### src/rtl/framer_pkg.sv
package framer_pkg;

  typedef enum logic [2:0] {
    ST_IDLE  = 3'd0,
    ST_CMD   = 3'd1,
    ST_FIRST = 3'd2,
    ST_SEND  = 3'd3,
    ST_RECV  = 3'd4
  } frameState_t;

  typedef enum logic [2:0] {
    ERR_NONE  = 3'd0,
    ERR_ADDR  = 3'd1,
    ERR_FLAGS = 3'd2,
    ERR_NOCMD = 3'd3,
    ERR_UNDER = 3'd4,
    ERR_OVER  = 3'd5,
    ERR_SHORT = 3'd6
  } frameErr_t;

  // control-to-datapath strobes
  typedef struct packed {
    logic rxFirst;
    logic rxSecond;
    logic rxAppend;
    logic txStart;
    logic txNext;
    logic txRewind;
    logic reqSet;
    logic reqClr;
  } dpStrobe_t;

  localparam logic [7:0] FILL_EDGE = 8'h02;
  localparam logic [7:0] FILL_MID  = 8'h07;
  localparam logic [7:0] IDLE_BYTE = 8'hFF;
  localparam logic [7:0] READ_CMD  = 8'h01;

  function automatic logic [9:0] expectLen(input logic [7:0] b0, input logic [7:0] b1);
    if (!b0[7] || b0[6:5] == 2'b10) return {2'b00, b1} + 10'd2;
    else if (b0[6:5] == 2'b00)      return 10'd2;
    else if (b0[6:5] == 2'b01)      return 10'd3;
    else                            return 10'd0;
  endfunction

  function automatic logic [7:0] fillByte(input int unsigned idx);
    return (idx == 1) ? FILL_MID : FILL_EDGE;
  endfunction

endpackage

### src/rtl/framer_data.sv
module framer_data
  import framer_pkg::*;
#(
  parameter int RX_DEPTH    = 32,
  parameter int TX_LEN_W    = 8,
  parameter int TIMEOUT_CYC = 625000,
  localparam int RXIW = $clog2(RX_DEPTH),
  localparam int RXLW = $clog2(RX_DEPTH + 1),
  localparam int TMW  = $clog2(TIMEOUT_CYC + 1)
) (
  input  logic                clk,
  input  logic                rstN,
  input  dpStrobe_t           stb,
  input  logic [7:0]          evtByte,
  input  logic                reqKick,
  input  logic                txValid,
  input  logic [TX_LEN_W-1:0] txLen,
  input  logic [7:0]          txRdByte,
  input  logic [RXIW-1:0]     rxRdIdx,
  output logic [TX_LEN_W-1:0] txPos,
  output logic [TX_LEN_W-1:0] txSize,
  output logic [7:0]          firstByte,
  output logic [7:0]          nextByte,
  output logic [RXLW-1:0]     rxPos,
  output logic [7:0]          rxByte0,
  output logic [7:0]          rxByte1,
  output logic                rxFull,
  output logic [7:0]          rxRdByte,
  output logic                reqLineN
);

  logic [7:0]     rxBuf [RX_DEPTH];
  logic           txFill;
  logic           reqActive;
  logic [TMW-1:0] reqTimer;
  logic           tmrDone;

  // receive buffer storage
  always_ff @(posedge clk) begin
    if (stb.rxFirst)                 rxBuf[0] <= evtByte;
    else if (stb.rxSecond)           rxBuf[1] <= evtByte;
    else if (stb.rxAppend && !rxFull) rxBuf[rxPos[RXIW-1:0]] <= evtByte;
  end

  always_ff @(posedge clk or negedge rstN) begin
    if (!rstN) begin
      rxPos <= '0;
    end else if (stb.rxFirst) begin
      rxPos <= RXLW'(1);
    end else if (stb.rxSecond) begin
      rxPos <= RXLW'(2);
    end else if (stb.rxAppend && !rxFull) begin
      rxPos <= rxPos + RXLW'(1);
    end
  end

  assign rxFull   = (rxPos == RXLW'(RX_DEPTH));
  assign rxByte0  = rxBuf[0];
  assign rxByte1  = rxBuf[1];
  assign rxRdByte = rxBuf[rxRdIdx];

  // transmit cursor
  always_ff @(posedge clk or negedge rstN) begin
    if (!rstN) begin
      txPos  <= '0;
      txSize <= '0;
      txFill <= 1'b0;
    end else if (stb.txStart) begin
      txFill <= !txValid;
      txSize <= txValid ? txLen : TX_LEN_W'(3);
      txPos  <= TX_LEN_W'(1);
    end else if (stb.txRewind) begin
      txPos <= '0;
    end else if (stb.txNext) begin
      txPos <= txPos + TX_LEN_W'(1);
    end
  end

  assign firstByte = txValid ? txRdByte : FILL_EDGE;
  assign nextByte  = txFill ? fillByte(int'(txPos)) : txRdByte;

  // request line with release timeout
  assign tmrDone = reqActive && (reqTimer == TMW'(TIMEOUT_CYC - 1));

  always_ff @(posedge clk or negedge rstN) begin
    if (!rstN) begin
      reqActive <= 1'b0;
      reqTimer  <= '0;
    end else if (reqKick || stb.reqSet) begin
      reqActive <= 1'b1;
      reqTimer  <= '0;
    end else if (stb.reqClr || tmrDone) begin
      reqActive <= 1'b0;
      reqTimer  <= '0;
    end else if (reqActive) begin
      reqTimer <= reqTimer + TMW'(1);
    end
  end

  assign reqLineN = !reqActive;


  rx_bound_chk: assert property (@(posedge clk) disable iff (!rstN)
    rxPos <= RXLW'(RX_DEPTH));


  req_fall_chk: assert property (@(posedge clk) disable iff (!rstN)
    $fell(reqLineN) |-> $past(reqKick || stb.reqSet));


  req_rise_chk: assert property (@(posedge clk) disable iff (!rstN)
    $rose(reqLineN) |-> $past(stb.reqClr || tmrDone));


  tx_bound_chk: assert property (@(posedge clk) disable iff (!rstN)
    txPos <= txSize);

endmodule

### src/rtl/framer_ctrl.sv
module framer_ctrl
  import framer_pkg::*;
#(
  parameter int RX_DEPTH = 32,
  parameter int TX_LEN_W = 8,
  localparam int RXLW = $clog2(RX_DEPTH + 1)
) (
  input  logic                clk,
  input  logic                rstN,
  input  logic [7:0]          slaveAddr,
  input  logic                evtValid,
  input  logic                evtIrq,
  input  logic                evtEnd,
  input  logic                evtRcvd,
  input  logic                evtRnw,
  input  logic [7:0]          evtByte,
  input  logic [TX_LEN_W-1:0] txPos,
  input  logic [TX_LEN_W-1:0] txSize,
  input  logic [7:0]          firstByte,
  input  logic [7:0]          nextByte,
  input  logic [RXLW-1:0]     rxPos,
  input  logic [7:0]          rxByte0,
  input  logic [7:0]          rxByte1,
  input  logic                rxFull,
  output dpStrobe_t           stb,
  output logic                respValid,
  output logic [7:0]          respByte,
  output logic                rxDone,
  output logic                txDone,
  output logic                errValid,
  output logic [2:0]          errCode
);

  frameState_t state, nextState, curState;
  frameErr_t   errNow;
  logic        live, isStart, plainByte, readStart;
  logic        respNow, rxOk, txOk;
  logic [7:0]  byteNow;

  assign live      = evtValid && evtIrq;
  assign isStart   = evtRcvd && !evtRnw && !evtEnd;
  assign plainByte = !evtRcvd && !evtRnw && !evtEnd;
  assign readStart = evtRcvd && evtRnw && !evtEnd;
  assign curState  = isStart ? ST_IDLE : state;

  always_comb begin
    nextState = state;
    stb       = '0;
    errNow    = ERR_NONE;
    byteNow   = IDLE_BYTE;
    respNow   = 1'b0;
    rxOk      = 1'b0;
    txOk      = 1'b0;
    if (live) begin
      nextState = curState;
      unique case (curState)
        ST_IDLE: begin
          if (!isStart) errNow = ERR_FLAGS;
        end
        ST_CMD: begin
          if (plainByte) begin
            stb.rxFirst = 1'b1;
            nextState   = ST_FIRST;
          end else begin
            errNow    = ERR_FLAGS;
            nextState = ST_IDLE;
          end
        end
        ST_FIRST: begin
          if (readStart) begin
            if (rxByte0 != READ_CMD) begin
              errNow    = ERR_NOCMD;
              nextState = ST_IDLE;
            end else begin
              stb.txStart = 1'b1;
              byteNow     = firstByte;
              nextState   = ST_SEND;
            end
          end else if (plainByte) begin
            stb.rxSecond = 1'b1;
            nextState    = ST_RECV;
          end else begin
            errNow    = ERR_FLAGS;
            nextState = ST_IDLE;
          end
        end
        ST_SEND: begin
          if (evtEnd) begin
            if (txPos != txSize) begin
              stb.txRewind = 1'b1;
              stb.reqSet   = 1'b1;
            end else begin
              txOk = 1'b1;
            end
            nextState = ST_IDLE;
          end else if (!evtRnw || evtRcvd) begin
            errNow    = ERR_FLAGS;
            nextState = ST_IDLE;
          end else if (txPos < txSize) begin
            byteNow    = nextByte;
            stb.txNext = 1'b1;
          end else begin
            errNow    = ERR_UNDER;
            nextState = ST_IDLE;
          end
        end
        ST_RECV: begin
          if (evtEnd && !evtRnw) begin
            if (10'(rxPos) == expectLen(rxByte0, rxByte1)) rxOk = 1'b1;
            else errNow = ERR_SHORT;
            nextState = ST_IDLE;
          end else if (evtRnw || evtRcvd) begin
            errNow    = ERR_FLAGS;
            nextState = ST_IDLE;
          end else if (!rxFull) begin
            stb.rxAppend = 1'b1;
          end else begin
            errNow = ERR_OVER;
          end
        end
        default: nextState = ST_IDLE;
      endcase
      // new transfer: address check, cursor rewind
      if (evtRcvd && !evtRnw) begin
        nextState    = ST_CMD;
        stb.txRewind = 1'b1;
        if (evtByte != slaveAddr && errNow == ERR_NONE) errNow = ERR_ADDR;
      end
      if (readStart) stb.reqClr = 1'b1;
      respNow = evtRnw && !evtEnd;
    end
  end

  always_ff @(posedge clk or negedge rstN) begin
    if (!rstN) begin
      state     <= ST_IDLE;
      respValid <= 1'b0;
      respByte  <= IDLE_BYTE;
      rxDone    <= 1'b0;
      txDone    <= 1'b0;
      errValid  <= 1'b0;
      errCode   <= ERR_NONE;
    end else begin
      state     <= nextState;
      respValid <= respNow;
      respByte  <= byteNow;
      rxDone    <= rxOk;
      txDone    <= txOk;
      errValid  <= (errNow != ERR_NONE);
      errCode   <= errNow;
    end
  end


  send_needs_cmd_chk: assert property (@(posedge clk) disable iff (!rstN)
    (state == ST_SEND && $past(state) != ST_SEND) |-> ($past(rxByte0) == READ_CMD));


  resp_after_evt_chk: assert property (@(posedge clk) disable iff (!rstN)
    respValid |-> $past(evtValid && evtIrq && evtRnw && !evtEnd));


  err_code_chk: assert property (@(posedge clk) disable iff (!rstN)
    errValid |-> (errCode != ERR_NONE));


  done_excl_chk: assert property (@(posedge clk) disable iff (!rstN)
    txDone |-> !rxDone);


  quiet_chk: assert property (@(posedge clk) disable iff (!rstN)
    !$past(evtValid && evtIrq) |-> (!respValid && !rxDone && !txDone && !errValid));

endmodule

### src/rtl/slave_msg_framer.sv
module slave_msg_framer
  import framer_pkg::*;
#(
  parameter int RX_DEPTH    = 32,
  parameter int TX_LEN_W    = 8,
  parameter int TIMEOUT_CYC = 625000,
  localparam int RXIW = $clog2(RX_DEPTH),
  localparam int RXLW = $clog2(RX_DEPTH + 1)
) (
  input  logic                clk,
  input  logic                rstN,
  input  logic [7:0]          slaveAddr,
  input  logic                evtValid,
  input  logic                evtIrq,
  input  logic                evtEnd,
  input  logic                evtRcvd,
  input  logic                evtRnw,
  input  logic [7:0]          evtByte,
  input  logic                reqKick,
  input  logic                txValid,
  input  logic [TX_LEN_W-1:0] txLen,
  output logic [TX_LEN_W-1:0] txRdIdx,
  input  logic [7:0]          txRdByte,
  output logic                reqLineN,
  output logic                respValid,
  output logic [7:0]          respByte,
  output logic                rxDone,
  output logic                rxIsEvent,
  output logic [RXLW-1:0]     rxLen,
  input  logic [RXIW-1:0]     rxRdIdx,
  output logic [7:0]          rxRdByte,
  output logic                txDone,
  output logic                errValid,
  output logic [2:0]          errCode
);

  dpStrobe_t           stb;
  logic [TX_LEN_W-1:0] txPos, txSize;
  logic [7:0]          firstByte, nextByte, rxByte0, rxByte1;
  logic [RXLW-1:0]     rxPos;
  logic                rxFull;

  framer_ctrl #(.RX_DEPTH(RX_DEPTH), .TX_LEN_W(TX_LEN_W)) ctrl (
    .clk(clk), .rstN(rstN), .slaveAddr(slaveAddr),
    .evtValid(evtValid), .evtIrq(evtIrq), .evtEnd(evtEnd),
    .evtRcvd(evtRcvd), .evtRnw(evtRnw), .evtByte(evtByte),
    .txPos(txPos), .txSize(txSize), .firstByte(firstByte), .nextByte(nextByte),
    .rxPos(rxPos), .rxByte0(rxByte0), .rxByte1(rxByte1), .rxFull(rxFull),
    .stb(stb), .respValid(respValid), .respByte(respByte),
    .rxDone(rxDone), .txDone(txDone), .errValid(errValid), .errCode(errCode)
  );

  framer_data #(.RX_DEPTH(RX_DEPTH), .TX_LEN_W(TX_LEN_W), .TIMEOUT_CYC(TIMEOUT_CYC)) data (
    .clk(clk), .rstN(rstN), .stb(stb), .evtByte(evtByte),
    .reqKick(reqKick), .txValid(txValid), .txLen(txLen), .txRdByte(txRdByte),
    .rxRdIdx(rxRdIdx), .txPos(txPos), .txSize(txSize),
    .firstByte(firstByte), .nextByte(nextByte),
    .rxPos(rxPos), .rxByte0(rxByte0), .rxByte1(rxByte1), .rxFull(rxFull),
    .rxRdByte(rxRdByte), .reqLineN(reqLineN)
  );

  assign txRdIdx   = txPos;
  assign rxLen     = rxPos;
  assign rxIsEvent = rxByte0[7];

endmodule

### config.mk
export PLATFORM = sky130hd
export DESIGN_NAME = slave_msg_framer
export DESIGN_NICKNAME = d
export VERILOG_FILES = /design/src/rtl/framer_pkg.sv /design/src/rtl/framer_data.sv /design/src/rtl/framer_ctrl.sv /design/src/rtl/slave_msg_framer.sv
export SDC_FILE = /design/constraint.sdc
export NUM_CORES = 1
export LEC_CHECK = 0
export ABC_CLOCK_PERIOD_IN_PS = 2600
export BUFFER_PORTS_ARGS = -buffer_cell sky130_fd_sc_hd__buf_4
export CAP_MARGIN = 20
export CORE_ASPECT_RATIO = 0.75
export CORE_MARGIN = 2
export CORE_UTILIZATION = 55
export DETAILED_ROUTE_END_ITERATION = 6
export GPL_TIMING_DRIVEN = 0
export MAX_ROUTING_LAYER = met4
export PLACE_DENSITY = 0.79
export SLEW_MARGIN = 20
export SYNTH_ARGS = -nofsm -noshare
export SYNTH_HDL_FRONTEND = slang
export SYNTH_SLANG_ARGS = --single-unit
### constraint.sdc
create_clock -name clk -period 2.6 [get_ports clk]
set_input_delay 0.52 -clock clk [delete_from_list [all_inputs] [get_ports clk]]
set_output_delay 0.52 -clock clk [all_outputs]
set_load 0.01 [all_outputs]
==> results of run 1 <==
-- synthesized netlist by cell type (all sizes together), types with 2 or more instances --
library cell / count
nor4: 9
o21ai: 23
dfrtp: 54
nand4b: 5
dfstp: 8
and2: 3
o31ai: 4
edfxtp: 256
nand3b: 4
a211oi: 2
xor2: 22
mux2i: 2
o21a: 3
o211ai: 2
or3b: 3
a21boi: 3
nand3: 22
a21oi: 22
mux2: 8
nor4b: 4
nand2: 37
clkbuf: 14
a21o: 8
mux4: 80
ha: 16
a31oi: 3
o311a: 2
nor2: 78
nor2b: 8
or2: 5
xnor2: 16
nand4: 14
nor3: 7
nand2b: 4
or3: 6
inv: 23
buf: 20
and3: 9
-- power breakdown --
part	total, mW	internal, mW	switching, mW	leakage, nW
combinational	0.746	0.335	0.412	2.09
clock	4.64	2.70	1.94	0.500
sequential	5.58	5.54	0.0442	3.08
total	11.0	8.57	2.40	5.67
-- worst paths after layout --
kind,start,to,slack (ns),cells after the start
setup / recovery,rxRdIdx[1],rxRdByte[7],-0.36,6
hold / removal,rstN,data.txSize[2]$_DFFE_PN0P_,0.05,1
setup reg to reg,ctrl.state[0]$_DFFE_PN0P_,data.rxBuf[2][2]$_DFFE_PP_,0.08,6
hold reg to reg,data.txSize[7]$_DFFE_PN0P_,data.txSize[7]$_DFFE_PN0P_,0.55,2
max in group asynchronous,rstN,data.reqTimer[14]$_DFFE_PN0P_,2.03,1
min in group clk,txRdByte[2],ctrl.respByte[2]$_DFF_PN1_,0.16,2
-- placed cells by master (no fill, tap or decap), drive strengths merged, types with 8 or more instances in the layout --
master	Yosys	routed
o21ai	23	23
buf	20	111
mux2	8	8
dfrtp	54	54
nor2	78	78
xnor2	16	16
edfxtp	256	256
nor2b	8	8
mux4	80	80
nand3	22	22
xor2	22	22
nor4	9	9
a21oi	22	22
a21o	8	8
nand2	37	37
and3	9	9
nand4	14	14
inv	23	24
dfstp	8	8
ha	16	16
clkinv	0	12
clkbuf	14	49
-- area by class of cell --
cell class	count	area, sq um
sequential	318	9250
fill	1524	7930
multi-input combinational	445	4370
clock buffer	34	787
timing repair buffer	92	698
tap	331	414
buffer	34	287
clock inverter	23	270
inverter	23	86.3
-- sequential cells by signal, summed over array words and instances, names as in the netlist --
signal	cells
data.rxBuf	256
data.reqTimer	20
ctrl.respByte	8
data.txPos	8
data.txSize	8
data.rxPos	6
ctrl.errCode	3
ctrl.state	3
ctrl.errValid	1
ctrl.respValid	1
ctrl.rxDone	1
ctrl.txDone	1
data.reqActive	1
data.txFill	1
-- critical path, cell delays in order --
cell and delay, ns:
clkbuf_4 0.24, clkbuf_4 0.30, mux4_2 0.40, mux4_2 0.53, mux2_2 0.29, buf_4 0.15
-- logic make-up after synthesis --
kind of cell,after synthesis,share of synthesized area [%]
buffers and inverters,57,1.75
DFF,318,68.1
adders and majority gates,16,1.47
xor gates and xnor gates,39,2.63
and+or+nand+nor,220,8.27
muxes,90,14.1
AOI/OAI and AO/OA,80,3.68
-- through the flow --
stage / total power [mW] / area, sq um / util, %
after floorplan: 6.08 / 13700 / -
after global placement: 6.38 / 14700 / 61.0
after detailed placement: 6.40 / 14700 / 61.0
after CTS: 11.0 / 16000 / 66.3
after global routing: 11.3 / 16200 / 67.1
final: 11.0 / 16200 / 67.1
-- metal layers --
layer  wire (um)  up-vias
li1            -     3457
met1       13600     4078
met2       14500      381
met3        2680       63
met4         873        0
met5           0        -
-- what timing repair did --
| action | 4_1_cts | 5_1_grt |
|---|---|---|
| endpoints found under the hold margin | 0 | 0 |
| gates resized for setup | 49 | 32 |
| cloned | 0 | 0 |
| endpoints found under the setup margin | 264 | 211 |
| buffers inserted | 10 | 5 |
| pin swaps | 1 | 1 |
==> qor.yml, run 1 <==
top_usage_layer: "met1"
die_h_um: 140
drtIter0Drc: 939
areaGrowthSynthToFinish_pct: 19.0
grt_pass1_wl_mm: 48.2
vias: 7979
placed_cells: 1228
placementRows: 49
clkSinkCount: 318
synth_flop_cell: "edfxtp_1"
drv_cap: 0
dp.final_hpwl_mm: 19.9
firstDrtPassIters: 5
io_pins: 85
yosysSeqAreaShare_pct: 68.1
min_period_ns: 2.96
cts_tree: "done"
syn_avg_cell_area_sq_um: 16.6
grt_pass1_vias: 7893
p_per_area_nw_per_um2: 679
netlist_instances: 820
met2_usage_pct: 37.1
clockRootBuffer: "clkbuf_16"
drv_slew: 0
gr-usage-all-layers_pct: 26.1
setup-tns-final_ns: -2.64
critPathRequiredTime_ns: 2.08
numPortBuffers: 77
cts-htree-levels: 1
ys_ff_latch: 318
worstPathArrival_ns: 2.44
yosys-top-cells-area: "edfxtp_1 (57%), mux4_2 (13%), dfrtp_1 (10%)"
insertion_delay_ns: 0.55
cts-hold-fix-buffers: 0
path_max_fanout: 10
initial_core_util_pct: 56.3
cts_buffers: 31
fin_ws_ns: -0.356
worst_pin_slew_ns: 0.793
finalSetupViolCount: 8
violations: "setup timing"
slew_headroom_pct: 47.1
grt_remaining_overflow: 0
netlist_area_sq_um: 13600
fin_nets: 1007
async_reset_ff_share_pct: 19.5
dp_worst_setup_slack_ns: -0.712
yosysTopAreaCell: "edfxtp_1"
grt_max_degree: 63
finClkSkew_ns: 0.0120
cts_max_path_buffers: 3
irDropWorstVdd_mv: 0.553
hold_viol_final: 0
dieWidth_um: 185
vias_per_cell: 6.14
antenna_found_initial: 0
route.antenna.remaining_nets: 0
synth_cell_types: 56
finalNonFillerCells: 1300
antenna_cells: 0
worstSetupEndpointType: "primary output"
grt_use_met1_pct: 39.8
wl_per_cell_um: 24.4
power_leakage_nw: 5.67
place_congestion: 0.861
die_area_sq_um: 26000
synth_fp_nets: 882
worstSetupPathType: "in -> out"
core_sq_um: 24100
fmax_mhz: 338
hold_path_class: "in -> async"
clkTransAtPathRegs_ns: 0.07
drive_above_1_share_pct: 32.1
holdWs_ns: 0.0454
drt_wl_total_mm: 31.7
use_met3_pct: 4.16
crit_path_start_kind: "input port"
netlist.area_leader.share_pct: 56.6
finalCritPeriodShare_pct: 114
rsz0062_at_grt: "yes"
synth_edf_count: 256
ys.warnings.count: 0
drcViolationCount: 0
status: "finished with violations"
No activity file was read; power rests on OpenSTA's default activity.
==> run 2: changes to the inputs <==
--- a/config.mk
+++ b/config.mk
@@ -7,3 +7,3 @@
 export LEC_CHECK = 0
-export ABC_CLOCK_PERIOD_IN_PS = 2600
+export ABC_CLOCK_PERIOD_IN_PS = 3500
 export BUFFER_PORTS_ARGS = -buffer_cell sky130_fd_sc_hd__buf_4
@@ -12,3 +12,3 @@
 export CORE_MARGIN = 2
-export CORE_UTILIZATION = 55
+export CORE_UTILIZATION = 61
 export DETAILED_ROUTE_END_ITERATION = 6
@@ -16,3 +16,4 @@
 export MAX_ROUTING_LAYER = met4
-export PLACE_DENSITY = 0.79
+export PLACE_DENSITY = 0.83
+export SETUP_SLACK_MARGIN = 0.05
 export SLEW_MARGIN = 20
==> constraint.sdc (replaced) <==
create_clock -name clk -period 3.5 [get_ports clk]
set_input_delay 0.7 -clock clk [delete_from_list [all_inputs] [get_ports clk]]
set_output_delay 0.7 -clock clk [all_outputs]
set_load 0.1 [all_outputs]
==> qor.yml, run 2 (synthesis gave the netlist of run 1 again) <==
status: "complete, no violations"
die_area_sq_um: 23500  # -9.6%
reg_top3: "data.rxBuf: 256 flops, data.reqTimer: 20 flops"
vias: 8078  # +1.2%
hold_viol_final: 0  # unchanged
fin_nets: 991  # -1.6%
cp_num_buf_inv: 3  # unchanged
grt_remaining_overflow: 0  # unchanged
cts_max_path_buffers: 3  # unchanged
grt_max_degree: 63  # unchanged
detailed_place.area_sq_um: 14500  # -1.1%
placementRows: 47  # -4.1%
finalSetupViolCount: 0  # -8
clkSinkCount: 318  # unchanged
largest-register: "data.rxBuf"
cts_buffers: 30  # -3.2%
drtIter0Drc: 1093  # +16%
drv_slew: 0  # unchanged
drt_wl_total_mm: 31.3  # -1.4%
final_common_cell: "edfxtp_1"
initial_core_util_pct: 61.9  # +5.5 points
antenna_found_initial: 0  # unchanged
worst_pin_slew_ns: 0.976  # +0.183 ns
numPortBuffers: 77  # unchanged
worstPathArrival_ns: 2.72  # +0.28 ns
p_per_area_nw_per_um2: 524  # -23%
irDropWorstVdd_mv: 0.470  # -15%
critical-path-slowest-cell: "mux4_2"
route.antenna.remaining_nets: 0  # unchanged
dieWidth_um: 176  # -4.9%
drv_cap: 0  # unchanged
crit_path_start_kind: "input port"
crit_path_max_incr_delay_ns: 0.57  # +0.04 ns
io_pins: 85  # unchanged
areaGrowthSynthToFinish_pct: 15.1
grt_pass1_wl_mm: 48.5  # +0.49%
critPathRequiredTime_ns: 2.80  # +0.72 ns
power_leakage_nw: 5.51  # -2.8%
finalCritPeriodShare_pct: 97.7
cts_tree: "done"
largest_register_ffs: 256  # unchanged
hold_path_class: "in -> async"
place_congestion: 0.900  # +4.5%
vias_per_cell: 6.48  # +5.5%
crit_top_cell: "mux4_2"
path_max_fanout: 10  # unchanged
rsz0062_at_grt: "yes"
finClkSkew_ns: 0.0194  # +0.00747 ns
worstSetupPathType: "in -> out"
crit_chain: "buf_6, buf_8, mux4_2, mux4_2, mux2_2, buf_4"
core_sq_um: 21900  # -9.0%
final_cell_mix: "edfxtp_1 (256), mux4_2 (80), buf_4 (79)"
fill_cells: 1364  # -10%
cts-htree-levels: 1  # unchanged
grt_pass1_vias: 7972  # +1.0%
die_h_um: 133  # -4.9%
antenna_cells: 0  # unchanged
wl_per_cell_um: 25.1  # +2.8%
gr-usage-all-layers_pct: 28.6  # +2.6 points
drive_above_1_share_pct: 26.8  # -5.3 points
slew_headroom_pct: 34.7  # -12 points
holdWs_ns: 0.208  # +0.163 ns
clockRootBuffer: "clkbuf_16"
firstDrtPassIters: 5  # unchanged
dp.final_hpwl_mm: 19.8  # -0.49%
min_period_ns: 3.42
drcViolationCount: 0  # unchanged
path_delay_family: "multiplexers"
clkTransAtPathRegs_ns: 0.07  # about the same
design_area_sq_um: 15600  # -3.3%
worstSetupEndpointType: "primary output"
fmax_mhz: 292
insertion_delay_ns: 0.56  # about the same
cts-hold-fix-buffers: 0  # unchanged
cts_setup_buffers: 0  # -10
## run 2: repair_timing
| action | 4_1_cts | 5_1_grt |
|---|---|---|
| setup endpoints to repair | 8 | 7 |
| endpoints found under the hold margin | 0 | 0 |
| pin swaps | 0 | 0 |
| gates resized for setup | 32 | 4 |
## run 2: final cells by class
| cell class | count | area [sq um] | share of cell area (%) |
|---|---|---|---|
| Buffer | 34 | 246 | 1.58 |
| Tap cell | 294 | 368 | 2.35 |
| Clock inverter | 15 | 165 | 1.06 |
| Timing Repair Buffer | 77 | 578 | 3.70 |
| Clock buffer | 41 | 843 | 5.40 |
| Sequential cell | 318 | 9250 | 59.2 |
| Multi-Input combinational cell | 445 | 4090 | 26.2 |
| Inverter | 23 | 86.3 | 0.552 |
## run 2: worst reg2reg max path, delay by kind of cell, from the launching register on
| kind | cells | cell delay [ns] |
|---|---|---|
| adders and majority gates | 1 | 0.25 |
| buffers and inverters | 1 | 0.16 |
| DFF | 1 | 0.45 |
| and+or+nand+nor | 5 | 2.09 |
## run 2: path summary, 6_finish.rpt
| path | from | endpoint | depth (start not counted) | slack (ns) |
|---|---|---|---|---|
| setup / recovery | rxRdIdx[0] | rxRdByte[7] | 6 | 0.08 |
| hold / removal | rstN | data.txSize[4]$_DFFE_PN0P_ | 1 | 0.21 |
| setup reg to reg | data.rxPos[0]$_DFFE_PN0P_ | data.rxBuf[6][5]$_DFFE_PP_ | 7 | 0.19 |
| hold reg to reg | data.reqTimer[19]$_DFFE_PN0P_ | data.reqTimer[19]$_DFFE_PN0P_ | 2 | 0.55 |
| max in group asynchronous | rstN | data.reqTimer[12]$_DFFE_PN0P_ | 1 | 2.77 |
| min in group clk | txRdByte[6] | ctrl.respByte[6]$_DFF_PN1_ | 2 | 0.34 |
## run 2: metrics by stage
| stage | cells | utilization, % | power, mW | TNS, ns | setup WS (ns) |
|---|---|---|---|---|---|
| after floorplan | 820 | - | 4.69 | 0 | 0.183 |
| after global placement | 1191 | 66.2 | 4.91 | -6.64 | -0.460 |
| after detailed placement | 1191 | 66.2 | 4.93 | -6.21 | -0.545 |
| after CTS | 1247 | 71.2 | 8.21 | 0 | 0.0455 |
| after global routing | 1247 | 71.2 | 8.38 | 0 | 0.0287 |
| final | 1247 | 71.2 | 8.19 | 0 | 0.0808 |
## run 2: power breakdown
group	internal (mW)	switching, mW
Clock	1.91	1.41
Sequential	4.11	0.0317
Combinational	0.239	0.491
## run 2: layer usage
metal | up-vias | GRT usage, % | share of wire [%]
met4 | 0 | 7.35 | 2.7
met1 | 4096 | 42.4 | 39
met5 | - | - | 0
met2 | 489 | 42.8 | 48
met3 | 72 | 4.42 | 9.8
li1 | 3421 | - | -
